**src/rtl/wbm_pkg.sv**
```systemverilog
// Shared types for the merging write buffer.
package wbm_pkg;
    // Phase of the head entry: still gathering stores, or offered to memory.
    typedef enum logic {
        HD_GATHER = 1'b0,
        HD_SEND   = 1'b1
    } head_state_e;
endpackage

```
**src/rtl/wbm_tag_match.sv**
```systemverilog
// Compares one probe block address against every entry's stored block.
// Assumes entry tags are packed side by side, entry i at [i*TW +: TW].
// Entries flagged in excl are never reported as hits.
module wbm_tag_match #(
    parameter int ENTRIES = 4,
    parameter int TW      = 28
) (
    input  logic [ENTRIES-1:0]    occ,
    input  logic [ENTRIES-1:0]    excl,
    input  logic [ENTRIES*TW-1:0] tags_flat,
    input  logic [TW-1:0]         probe,
    output logic [ENTRIES-1:0]    hit
);
    for (genvar i = 0; i < ENTRIES; i++) begin : g_cmp
        // Per-entry comparator gated by occupancy and exclusion.
        assign hit[i] = occ[i] && !excl[i] && (tags_flat[i*TW +: TW] == probe);
    end
endmodule

```
**src/rtl/wbm_prio.sv**
```systemverilog
// Picks the lowest set bit of a request vector and reports whether any is set.
// Assumes at most a few entries; a linear scan is short enough.
module wbm_prio #(
    parameter int N  = 4,
    localparam int PW = (N > 1) ? $clog2(N) : 1
) (
    input  logic [N-1:0]  req,
    output logic          any,
    output logic [PW-1:0] idx
);
    // Scan from the top so the lowest set bit wins.
    always_comb begin
        idx = '0;
        for (int i = N - 1; i >= 0; i--) begin
            if (req[i]) idx = PW'(i);
        end
    end

    assign any = |req;
endmodule

```
**src/rtl/wbm_entry_store.sv**
```systemverilog
// Storage for the buffer entries: occupancy, block tag, per-word mask, data.
// Assumes the controller never allocates into an occupied slot and never
// merges into and allocates in the same cycle (one store per cycle).
module wbm_entry_store #(
    parameter int ENTRIES = 4,
    parameter int WORDS   = 4,
    parameter int DW      = 32,
    parameter int TW      = 28,
    localparam int PW     = (ENTRIES > 1) ? $clog2(ENTRIES) : 1,
    localparam int WIDX   = $clog2(WORDS)
) (
    input  logic                     clk,
    input  logic                     rst_n,
    input  logic                     wr_fire,
    input  logic                     merge_any,
    input  logic [PW-1:0]            merge_idx,
    input  logic [PW-1:0]            tail,
    input  logic [TW-1:0]            wtag,
    input  logic [WIDX-1:0]          widx,
    input  logic [DW-1:0]            wdata,
    input  logic                     pop,
    input  logic [PW-1:0]            head,
    output logic [ENTRIES-1:0]       occ,
    output logic [ENTRIES*TW-1:0]    tags_flat,
    output logic [ENTRIES*WORDS-1:0] masks_flat,
    output logic [ENTRIES*WORDS*DW-1:0] lines_flat
);
    for (genvar i = 0; i < ENTRIES; i++) begin : g_ent
        logic                occ_q;
        logic [TW-1:0]       tag_q;
        logic [WORDS-1:0]    mask_q;
        logic [WORDS*DW-1:0] line_q;
        logic                sel_new;
        logic                sel_mrg;
        logic                rel;

        assign sel_new = wr_fire && !merge_any && (tail == PW'(i));
        assign sel_mrg = wr_fire &&  merge_any && (merge_idx == PW'(i));
        assign rel     = pop && (head == PW'(i));

        // Entry update: release on drain, fresh fill on allocate, word write on merge.
        always_ff @(posedge clk) begin
            if (!rst_n) begin
                occ_q  <= 1'b0;
                tag_q  <= '0;
                mask_q <= '0;
                line_q <= '0;
            end else begin
                if (rel) begin
                    occ_q  <= 1'b0;
                    mask_q <= '0;
                end
                if (sel_new) begin
                    occ_q                  <= 1'b1;
                    tag_q                  <= wtag;
                    mask_q                 <= '0;
                    mask_q[widx]           <= 1'b1;
                    line_q[widx*DW +: DW]  <= wdata;
                end else if (sel_mrg) begin
                    mask_q[widx]           <= 1'b1;
                    line_q[widx*DW +: DW]  <= wdata;
                end
            end
        end

        assign occ[i]                          = occ_q;
        assign tags_flat[i*TW +: TW]           = tag_q;
        assign masks_flat[i*WORDS +: WORDS]    = mask_q;
        assign lines_flat[i*WORDS*DW +: WORDS*DW] = line_q;
    end
endmodule

```
**src/rtl/wbm_drain_ctl.sv**
```systemverilog
// Queue pointers, fill count and the drain decision for the head entry.
// Assumes alloc is never raised while the queue is full and pop only
// follows an offered head. The idle counter saturates at HOLD.
module wbm_drain_ctl #(
    parameter int ENTRIES = 4,
    parameter int HOLD    = 4,
    localparam int PW     = (ENTRIES > 1) ? $clog2(ENTRIES) : 1,
    localparam int CW     = $clog2(ENTRIES + 1),
    localparam int IW     = $clog2(HOLD + 1)
) (
    input  logic          clk,
    input  logic          rst_n,
    input  logic          alloc,
    input  logic          wr_fire,
    input  logic          head_full,
    input  logic          mem_ready,
    output logic [PW-1:0] head,
    output logic [PW-1:0] tail,
    output logic          full,
    output logic          mem_valid,
    output logic          pop
);
    import wbm_pkg::*;

    head_state_e   st_q;
    logic [PW-1:0] head_q;
    logic [PW-1:0] tail_q;
    logic [CW-1:0] cnt_q;
    logic [IW-1:0] idle_q;
    logic          start;

    // Drain trigger: full head, a queued follower, or enough quiet cycles.
    assign start = (cnt_q != '0) &&
                   ((cnt_q > CW'(1)) || head_full || (idle_q >= IW'(HOLD)));

    assign mem_valid = (cnt_q != '0) && ((st_q == HD_SEND) || start);
    assign pop       = mem_valid && mem_ready;
    assign full      = (cnt_q == CW'(ENTRIES));
    assign head      = head_q;
    assign tail      = tail_q;

    // Head phase: latch the offer until memory accepts it.
    always_ff @(posedge clk) begin
        if (!rst_n)                     st_q <= HD_GATHER;
        else if (pop)                   st_q <= HD_GATHER;
        else if (mem_valid)             st_q <= HD_SEND;
    end

    // Ring pointers advance on release and on allocation.
    always_ff @(posedge clk) begin
        if (!rst_n) begin
            head_q <= '0;
            tail_q <= '0;
        end else begin
            if (pop)
                head_q <= (head_q == PW'(ENTRIES - 1)) ? '0 : head_q + PW'(1);
            if (alloc)
                tail_q <= (tail_q == PW'(ENTRIES - 1)) ? '0 : tail_q + PW'(1);
        end
    end

    // Occupancy count tracks allocations minus releases.
    always_ff @(posedge clk) begin
        if (!rst_n)              cnt_q <= '0;
        else if (alloc && !pop)  cnt_q <= cnt_q + CW'(1);
        else if (pop && !alloc)  cnt_q <= cnt_q - CW'(1);
    end

    // Quiet-cycle counter since the last accepted store.
    always_ff @(posedge clk) begin
        if (!rst_n)                      idle_q <= '0;
        else if (wr_fire)                idle_q <= '0;
        else if (idle_q < IW'(HOLD))     idle_q <= idle_q + IW'(1);
    end
endmodule

```
**src/rtl/merge_wbuf.sv**
```systemverilog
// Merging write buffer between a write-through cache and memory.
// Stores to one aligned block gather in one entry with per-word valid bits;
// entries drain in allocation order; read misses probe the buffered blocks.
// Assumes WORDS is a power of two of at least 2 and addresses are word addresses.
module merge_wbuf #(
    parameter int ENTRIES = 4,
    parameter int WORDS   = 4,
    parameter int DW      = 32,
    parameter int AW      = 30,
    parameter int HOLD    = 4,
    localparam int WIDX   = $clog2(WORDS),
    localparam int TW     = AW - WIDX,
    localparam int PW     = (ENTRIES > 1) ? $clog2(ENTRIES) : 1
) (
    input  logic                clk,
    input  logic                rst_n,
    input  logic                cpu_wr_valid,
    input  logic [AW-1:0]       cpu_wr_addr,
    input  logic [DW-1:0]       cpu_wr_data,
    output logic                cpu_wr_stall,
    input  logic [TW-1:0]       rd_chk_blk,
    output logic                rd_conflict,
    output logic                mem_wr_valid,
    input  logic                mem_wr_ready,
    output logic [TW-1:0]       mem_wr_blk,
    output logic [WORDS-1:0]    mem_wr_mask,
    output logic [WORDS*DW-1:0] mem_wr_data
);
    logic [ENTRIES-1:0]          occ_vec;
    logic [ENTRIES*TW-1:0]       tags_flat;
    logic [ENTRIES*WORDS-1:0]    masks_flat;
    logic [ENTRIES*WORDS*DW-1:0] lines_flat;
    logic [ENTRIES-1:0]          send_excl;
    logic [ENTRIES-1:0]          wr_hit;
    logic [ENTRIES-1:0]          rd_hit;
    logic                        merge_any;
    logic [PW-1:0]               merge_idx;
    logic [PW-1:0]               head_idx;
    logic [PW-1:0]               tail_idx;
    logic                        buf_full;
    logic                        pop;
    logic                        wr_fire;
    logic                        head_full;
    logic [TW-1:0]               wr_tag;
    logic [WIDX-1:0]             wr_word;

    assign wr_tag  = cpu_wr_addr[AW-1:WIDX];
    assign wr_word = cpu_wr_addr[WIDX-1:0];

    // The offered head entry is closed to merges.
    assign send_excl = mem_wr_valid ? (ENTRIES'(1) << head_idx) : '0;

    wbm_tag_match #(.ENTRIES(ENTRIES), .TW(TW)) u_wr_match (
        .occ       (occ_vec),
        .excl      (send_excl),
        .tags_flat (tags_flat),
        .probe     (wr_tag),
        .hit       (wr_hit)
    );

    wbm_tag_match #(.ENTRIES(ENTRIES), .TW(TW)) u_rd_match (
        .occ       (occ_vec),
        .excl      ('0),
        .tags_flat (tags_flat),
        .probe     (rd_chk_blk),
        .hit       (rd_hit)
    );

    wbm_prio #(.N(ENTRIES)) u_merge_pick (
        .req (wr_hit),
        .any (merge_any),
        .idx (merge_idx)
    );

    assign cpu_wr_stall = cpu_wr_valid && !merge_any && buf_full;
    assign wr_fire      = cpu_wr_valid && !cpu_wr_stall;
    assign rd_conflict  = |rd_hit;

    wbm_entry_store #(
        .ENTRIES(ENTRIES), .WORDS(WORDS), .DW(DW), .TW(TW)
    ) u_store (
        .clk        (clk),
        .rst_n      (rst_n),
        .wr_fire    (wr_fire),
        .merge_any  (merge_any),
        .merge_idx  (merge_idx),
        .tail       (tail_idx),
        .wtag       (wr_tag),
        .widx       (wr_word),
        .wdata      (cpu_wr_data),
        .pop        (pop),
        .head       (head_idx),
        .occ        (occ_vec),
        .tags_flat  (tags_flat),
        .masks_flat (masks_flat),
        .lines_flat (lines_flat)
    );

    assign mem_wr_blk  = tags_flat[head_idx*TW +: TW];
    assign mem_wr_mask = masks_flat[head_idx*WORDS +: WORDS];
    assign mem_wr_data = lines_flat[head_idx*WORDS*DW +: WORDS*DW];
    assign head_full   = &mem_wr_mask;

    wbm_drain_ctl #(.ENTRIES(ENTRIES), .HOLD(HOLD)) u_ctl (
        .clk       (clk),
        .rst_n     (rst_n),
        .alloc     (wr_fire && !merge_any),
        .wr_fire   (wr_fire),
        .head_full (head_full),
        .mem_ready (mem_wr_ready),
        .head      (head_idx),
        .tail      (tail_idx),
        .full      (buf_full),
        .mem_valid (mem_wr_valid),
        .pop       (pop)
    );
endmodule


```
**config.mk**
```make
export PLATFORM = sky130hd
export DESIGN_NAME = merge_wbuf
export DESIGN_NICKNAME = d
export VERILOG_FILES = /design/src/rtl/wbm_pkg.sv /design/src/rtl/wbm_tag_match.sv /design/src/rtl/wbm_prio.sv /design/src/rtl/wbm_entry_store.sv /design/src/rtl/wbm_drain_ctl.sv /design/src/rtl/merge_wbuf.sv
export SDC_FILE = /design/constraint.sdc
export NUM_CORES = 2
export LEC_CHECK = 0
export BUFFER_PORTS_ARGS = -buffer_cell sky130_fd_sc_hd__buf_2
export CORE_MARGIN = 10
export CORE_UTILIZATION = 30
export CTS_BUF_LIST = sky130_fd_sc_hd__clkbuf_4 sky130_fd_sc_hd__clkbuf_8 sky130_fd_sc_hd__clkbuf_16
export DETAILED_ROUTE_END_ITERATION = 12
export PLACE_DENSITY = 0.43
export SYNTH_ARGS = -nofsm -noshare
export SYNTH_HDL_FRONTEND = slang
export SYNTH_SLANG_ARGS = --single-unit
```
**constraint.sdc**
```tcl
create_clock -name clk -period 4.7 [get_ports clk]
set_input_delay 0.705 -clock clk [delete_from_list [all_inputs] [get_ports clk]]
set_output_delay 0.705 -clock clk [all_outputs]
set_load 0.01 [all_outputs]
```
### Word level (Yosys, flattened, before mapping)

Index checks and enable logic that the tools add are counted.

| operators by class | value |
|---|---|
| $add $sub $neg | 6 |
| multipliers | 1 |
| $lt $le $gt $ge | 5 |
| eq/ne operators | 18 |
| shift-type cells | 6 |
| muxes and demuxes | 47 |
| bitwise logic cells | 5 |
| reductions and logical operators | 64 |

Operator list:

| operator | number |
|---|---|
| two-way mux 128 bit | 8 |
| bitwise mux 128 bit | 4 |
| variable part select 512 x 10 -> 128 bit | 1 |
| == test 28 bit | 8 |
| variable shift 32 x 34 -> 128 bit (first input constant) | 1 |
| variable part select 32 x 34 -> 128 bit | 1 |
| variable part select 112 x 8 -> 28 bit | 1 |
| two-way mux 4 bit | 17 |
| logical AND 1 bit | 35 |
| negation 7 -> 34 bit | 1 |
| nonzero test 2 bit | 9 |
| OR 4 bit | 4 |
| variable part select 16 x 5 -> 4 bit | 1 |
| == test 2 bit (second input constant) | 6 |
| two-way mux 2 bit | 6 |
| two-way mux 1 bit | 9 |
| zero test 1 bit | 8 |
| OR reduction 4 bit | 2 |
| adder 3 x 1 -> 3 bit (second input constant) | 2 |
| == test 2 x 1 -> 1 bit (second input constant) | 3 |
| zero test 2 bit | 3 |
| two-way mux 3 bit | 2 |
| multiplier 2 x 3 -> 5 bit (second input constant) | 1 |
| adder 2 x 1 -> 2 bit (second input constant) | 2 |
| 14 further kinds | 17 |

| storage, ports and cells | value |
|---|---|
| flip-flop bits (word level) | 655 |
| output and inout port bits | 163 |
| logic and storage cells | 173 |

### Logic depth before layout (Yosys ltp)

| logic depth | value |
|---|---|
| depth in word-level cells | 22 |
| gate-level depth with buffers | 17 |
| gate-level depth less buffers | 13 |

### Cells and area by module

A second synthesis with hierarchy kept.

| second synthesis, totals | value |
|---|---|
| cell total of the unflattened synthesis | 3,026 |
| area total of the unflattened synthesis | 30,610.6 µm² |

By module, submodules not included:

| module | times used | cells each | area an instance (µm²) | sequential area each (µm²) |
|---|---|---|---|---|
| wbm_entry_store | 1 | 2,444 | 23,560.1 | 12,892.4 |
| merge_wbuf | 1 | 207 | 3,882.5 | 0.0 |
| wbm_tag_match | 2 | 152 | 1,261.2 | 0.0 |
| wbm_drain_ctl | 1 | 64 | 610.6 | 220.2 |
| wbm_prio | 1 | 7 | 35.0 | 0.0 |

### Worst setup path after synthesis

Ideal clock, no wire load.

| timing path | value |
|---|---|
| kind | register to register |
| from | register u_ctl.head_q[1], in the netlist u_ctl.head[1] |
| to | register u_ctl.cnt_q[2] |
| library setup time | 0.071 ns |
| arrival time | 3.947 ns |
| setup slack | 0.683 ns |
| stages on the path, launching flop included | 16 |
| buffers on the path | 4 |
| clock period less this slack | 4.017 ns |
| cell sequence | dfxtp_1 -> clkbuf_1 -> buf_1 -> clkbuf_1 -> inv_1 -> ha_1 -> nand2_1 -> nand3b_1 -> or4_1 -> a2111oi_2 -> or2_1 -> buf_2 -> nor2_1 -> ha_1 -> or3_1 -> a21oi_1 |

| on the way | value |
|---|---|
| longest elaborated chain between the ends | 21 |
| elaborated cells between the ends (all ways) | 35 |

RTL lines:

| item | line | text |
|---|---|---|
| from (decl) | wbm_drain_ctl.sv:26 | `logic [PW-1:0] head_q;` |
| from (signal assigned) | wbm_drain_ctl.sv:56 | `head_q <= (head_q == PW'(ENTRIES - 1)) ? '0 : head_q + PW'(1);` |
| variable part select 16 x 5 -> 4 bit | merge_wbuf.sv:100 | `assign mem_wr_mask = masks_flat[head_idx*WORDS +: WORDS];` |
| AND reduction 4 bit | merge_wbuf.sv:102 | `assign head_full = &mem_wr_mask;` |
| logical OR 1 bit (2 in a row) | wbm_drain_ctl.sv:34 | `((cnt_q > CW'(1)) \|\| head_full \|\| (idle_q >= IW'(HOLD)));` |
| logical AND 1 bit | wbm_drain_ctl.sv:33 | `assign start = (cnt_q != '0) &&` |
| logical OR 1 bit | wbm_drain_ctl.sv:36 | `assign mem_valid = (cnt_q != '0) && ((st_q == HD_SEND) \|\| start);` |
| logical AND 1 bit | wbm_drain_ctl.sv:36 |  |
| two-way mux 4 bit * | merge_wbuf.sv:51 | `assign send_excl = mem_wr_valid ? (ENTRIES'(1) << head_idx) : '0;` |
| zero test 1 bit | wbm_tag_match.sv:16 | `assign hit[i] = occ[i] && !excl[i] && (tags_flat[i*TW +: TW] == probe);` |
| [4 not listed] | - |  |
| logical AND 1 bit (2 in a row) | merge_wbuf.sv:75 | `assign cpu_wr_stall = cpu_wr_valid && !merge_any && buf_full;` |
| zero test 1 bit | merge_wbuf.sv:76 | `assign wr_fire = cpu_wr_valid && !cpu_wr_stall;` |
| logical AND 1 bit | merge_wbuf.sv:76 |  |
| logical AND 1 bit * | merge_wbuf.sv:107 | `.alloc (wr_fire && !merge_any),` |
| net u_ctl.alloc | wbm_drain_ctl.sv:13 | `input logic alloc,` |
| zero test 1 bit | wbm_drain_ctl.sv:66 | `else if (pop && !alloc) cnt_q <= cnt_q - CW'(1);` |
| logical AND 1 bit | wbm_drain_ctl.sv:66 |  |
| nonzero test 2 bit (no line) | - |  |
| to (signal assigned) | wbm_drain_ctl.sv:65 | `else if (alloc && !pop) cnt_q <= cnt_q + CW'(1);` |
| to (signal assigned) | wbm_drain_ctl.sv:66 |  |
| to (decl) | wbm_drain_ctl.sv:28 | `logic [CW-1:0] cnt_q;` |

Mark *: on every way through the listed nets, which the timed path passes. The rest lies on a longest branch.
A chain may end at the register's enable or synchronous reset.

### Worst setup path in the final report

| timing path | value |
|---|---|
| from | register u_ctl.head_q[1], in the netlist u_ctl.head[1] |
| to | output port mem_wr_data[61] |

| on the way | value |
|---|---|
| longest elaborated chain between the ends | 1 |

RTL lines:

| item | line | text |
|---|---|---|
| variable part select 512 x 10 -> 128 bit | merge_wbuf.sv:101 | `assign mem_wr_data = lines_flat[head_idx*WORDS*DW +: WORDS*DW];` |
| to (decl) | merge_wbuf.sv:27 | `output logic [WORDS*DW-1:0] mem_wr_data` |

No other way between the ends.

==> results.toml <==
[route]
vias_per_cell = 5.186
detail-route-antenna-nets = 0
avgRoutedWirePerCell_microns = 25.23
drtIter0Drc = 1655
wirelength_microns = 115700
vias = 23774
dr.pass1.iters = 5
drc = 0

[sta]
clock_skew_ps = 36.70
finalCritPeriodShare = 0.9452
worstMarginPinSlew_ps = 1180
hold_viol = 0
maxSlewHeadroom = 0.2111
setup_tns_ps = 0
maxSlewViolCount = 0
min_period_ps = 4442
grt_setup_unrepaired = "no"
max_freq_mhz = 225.1
setup_viol = 0

[die]
die_w_microns = 339.5
coreArea_sq_mm = 0.1016
start_util = 0.3014
dieArea_sq_mm = 0.1153
ios = 257
die_y_microns = 339.5
rows = 117

[power_and_ir_drop]
p_comb_frac = 0.168
power.leakage_nw = 14.26
seqPwrFrac = 0.401
p_int_mw = 10.42
powerDensity_mw_per_mm2 = 412.7
power_switching_mw = 4.378
clockPowerShare = 0.431
peakVddDrop_mv = 0.2345
switching_share = 0.2958

[final_layout]
fin_cells = 4584
area_growth_pct = 17.12
diodes = 0
drive_gt1_frac = 0.2012
final_core_util = 0.3531
fin_nets = 3267
nFillCells = 10200
final_area_sq_mm = 0.03587

[global_routing]
grt_max_degree = 210
grt_pass1_wl_microns = 168900
gr-total-overflow = 0
grt_usage = 0.1934
grt_antenna_before_repair = 11
grt_pass1_vias = 24696

[clock_network]
postCtsSetupRepairBufs = 0
cts_tree = "yes"
clock_latency_ps = 670
cts-root-buf = "clkbuf_16"
postCtsHoldBufs = 0
cts.clk_slew.worst_paths_ps = 60
cts_sinks = 655
post_cts_resized = 0
cts_buffer_depth = 3
cts_buffers = 80
htreeDepth = 3

[critical_path]
critPathMaxStageDelay_ps = 880
r2r_cells = 8
cp_top_family = "buffers and inverters"
cp_num_buf_inv = 3
crit_arrival_ps = 3740
end_kind = "output port"
cp.depth = 4
crit_fanout = 46
crit_type = "register to output port"
crit_required_ps = 3990
crit_path_top_delay_cell = "buf_4"
path_common_cell = "buf_4"
worstPathCellList = "buf_4, buf_4, mux4_2, buf_2"
startpoint_type = "register"

[place]
placed_area_sq_mm = 0.03311
dp.cells = 4440
routabilityCongestion = 0.9213
dp_hpwl_microns = 80950
io_buffers = 256

[status]
status = "finished clean"

[synthesis]
syn_nets = 3124
yosys_most_used_dff = "dfxtp_1"
yosys-top-cells-area = "dfxtp_1, mux2i_1, mux4_2"
synth_cell_types = 54
async_reset_ff_frac = 0
avgSynthCellArea_sq_um = 10.17
synth_edf_count = 0
syn-instance-count = 3011
synth.top_cells.by_count = "nand2_1, dfxtp_1, mux2i_1"
ys_ff_latch = 655
synth_top_area_share = 0.4282
yosysWarnings = 0
yosys.area.top_type = "dfxtp_1"
synth_most_common_cell = "nand2_1"
synthesis.area_sq_mm = 0.03063
synth-seq-area-share = 0.4282

[hold_path]
holdPathStages = 4
hold_path.class = "input pin to register"

[run]
drv_cap = 0
[through the flow]
stage          total power, mW  hold WS (ps)  setup slack [ps]
4_1_cts                  14.97         324.2             143.6
5_1_grt                  15.35         369.7             41.73
3_5_place_dp             8.552         447.2             653.2
6_report                 14.80         370.6             257.7
2_1_floorplan            7.564         431.7             682.5
3_3_place_gp             8.540         438.1             698.4
[per-layer routing]
layer	global-route usage	vias up	routed length [microns]	part of all wire
met3	0.04079	166	6706	0.058
met2	0.3185	613	54640	0.47
met4	0.06990	12	3965	0.034
met5	0	-	80	0.00069
li1	-	10864	-	-
met1	0.2477	12119	50270	0.43
[worst register-to-register path, stage by stage, from the launching register on]
cell and delay, ps:
dfxtp_4 600, mux4_2 430, nand4_1 180, a21oi_1 500, o31ai_4 140, or2_1 420
nor3_4 950, buf_4 510, mux2i_1 260
[cell usage in the layout (no fill, tap or decap), types with 41 or more instances in the layout]
| cell type | count |
|---|---|
| o22ai_1 | 142 |
| nor4_1 | 41 |
| dfxtp_1 | 653 |
| mux4_2 | 160 |
| xnor2_1 | 112 |
| clkbuf_16 | 81 |
| xor2_1 | 116 |
| mux2i_1 | 498 |
| nand2_1 | 804 |
| nand4_1 | 49 |
| buf_2 | 255 |
[logic make-up (layout without fill, tap and decap cells)]
kind of cell | Yosys count | in the layout | share of synthesized area
adder cells (fa/ha/maj) | 19 | 19 | 0.007762
XOR/XNOR | 228 | 228 | 0.06520
buffers and inverters | 257 | 462 | 0.03893
AO/OA/AOI/OAI | 191 | 191 | 0.04188
flip-flops | 655 | 655 | 0.4282
multiplexers | 658 | 658 | 0.2804
AND/OR/NAND/NOR | 1003 | 1003 | 0.1376
[power by group through the flow]
stage	registers (mW)	clock network (mW)	logic, mW
2_1_floorplan	5.92	0	1.64
3_3_place_gp	6.05	0	2.49
3_5_place_dp	6.05	0	2.50
4_1_cts	5.93	6.53	2.51
5_1_grt	5.95	6.76	2.63
6_report	5.93	6.38	2.48
[area by class of cell]
cell class	instances	area, sq um	area share
Timing Repair Buffer	305	1797	0.05009
Inverter	13	48.80	0.001360
Multi-Input combinational cell	2099	16430	0.4582
Tap cell	1368	1712	0.04772
Clock inverter	21	321.6	0.008965
Clock buffer	123	2436	0.06792
Sequential cell	655	13120	0.3658
[sequential cells by signal, summed over array words and instances (netlist names)]
signal and cells:
u_store.g_ent.tag_q 112, u_ctl.tail 2, u_store.g_ent.line_q 512, u_store.g_ent.occ_q 4, u_ctl.st_q 1, u_ctl.idle_q 3, u_ctl.head 2, u_ctl.cnt_q 3
u_store.g_ent.mask_q 16
[worst paths after layout]
check	start	to	slack, ps
worst max-delay path	u_ctl.head[1]	mem_wr_data[61]	260
worst min-delay path	mem_wr_ready	u_ctl.st_q	370
worst max register to register	u_ctl.head[0]	u_store.g_ent[0].tag_q[27]	650
worst min register to register	u_store.g_ent[1].line_q[46]	u_store.g_ent[1].line_q[46]	450
Power figures use the tool's default switching activity.
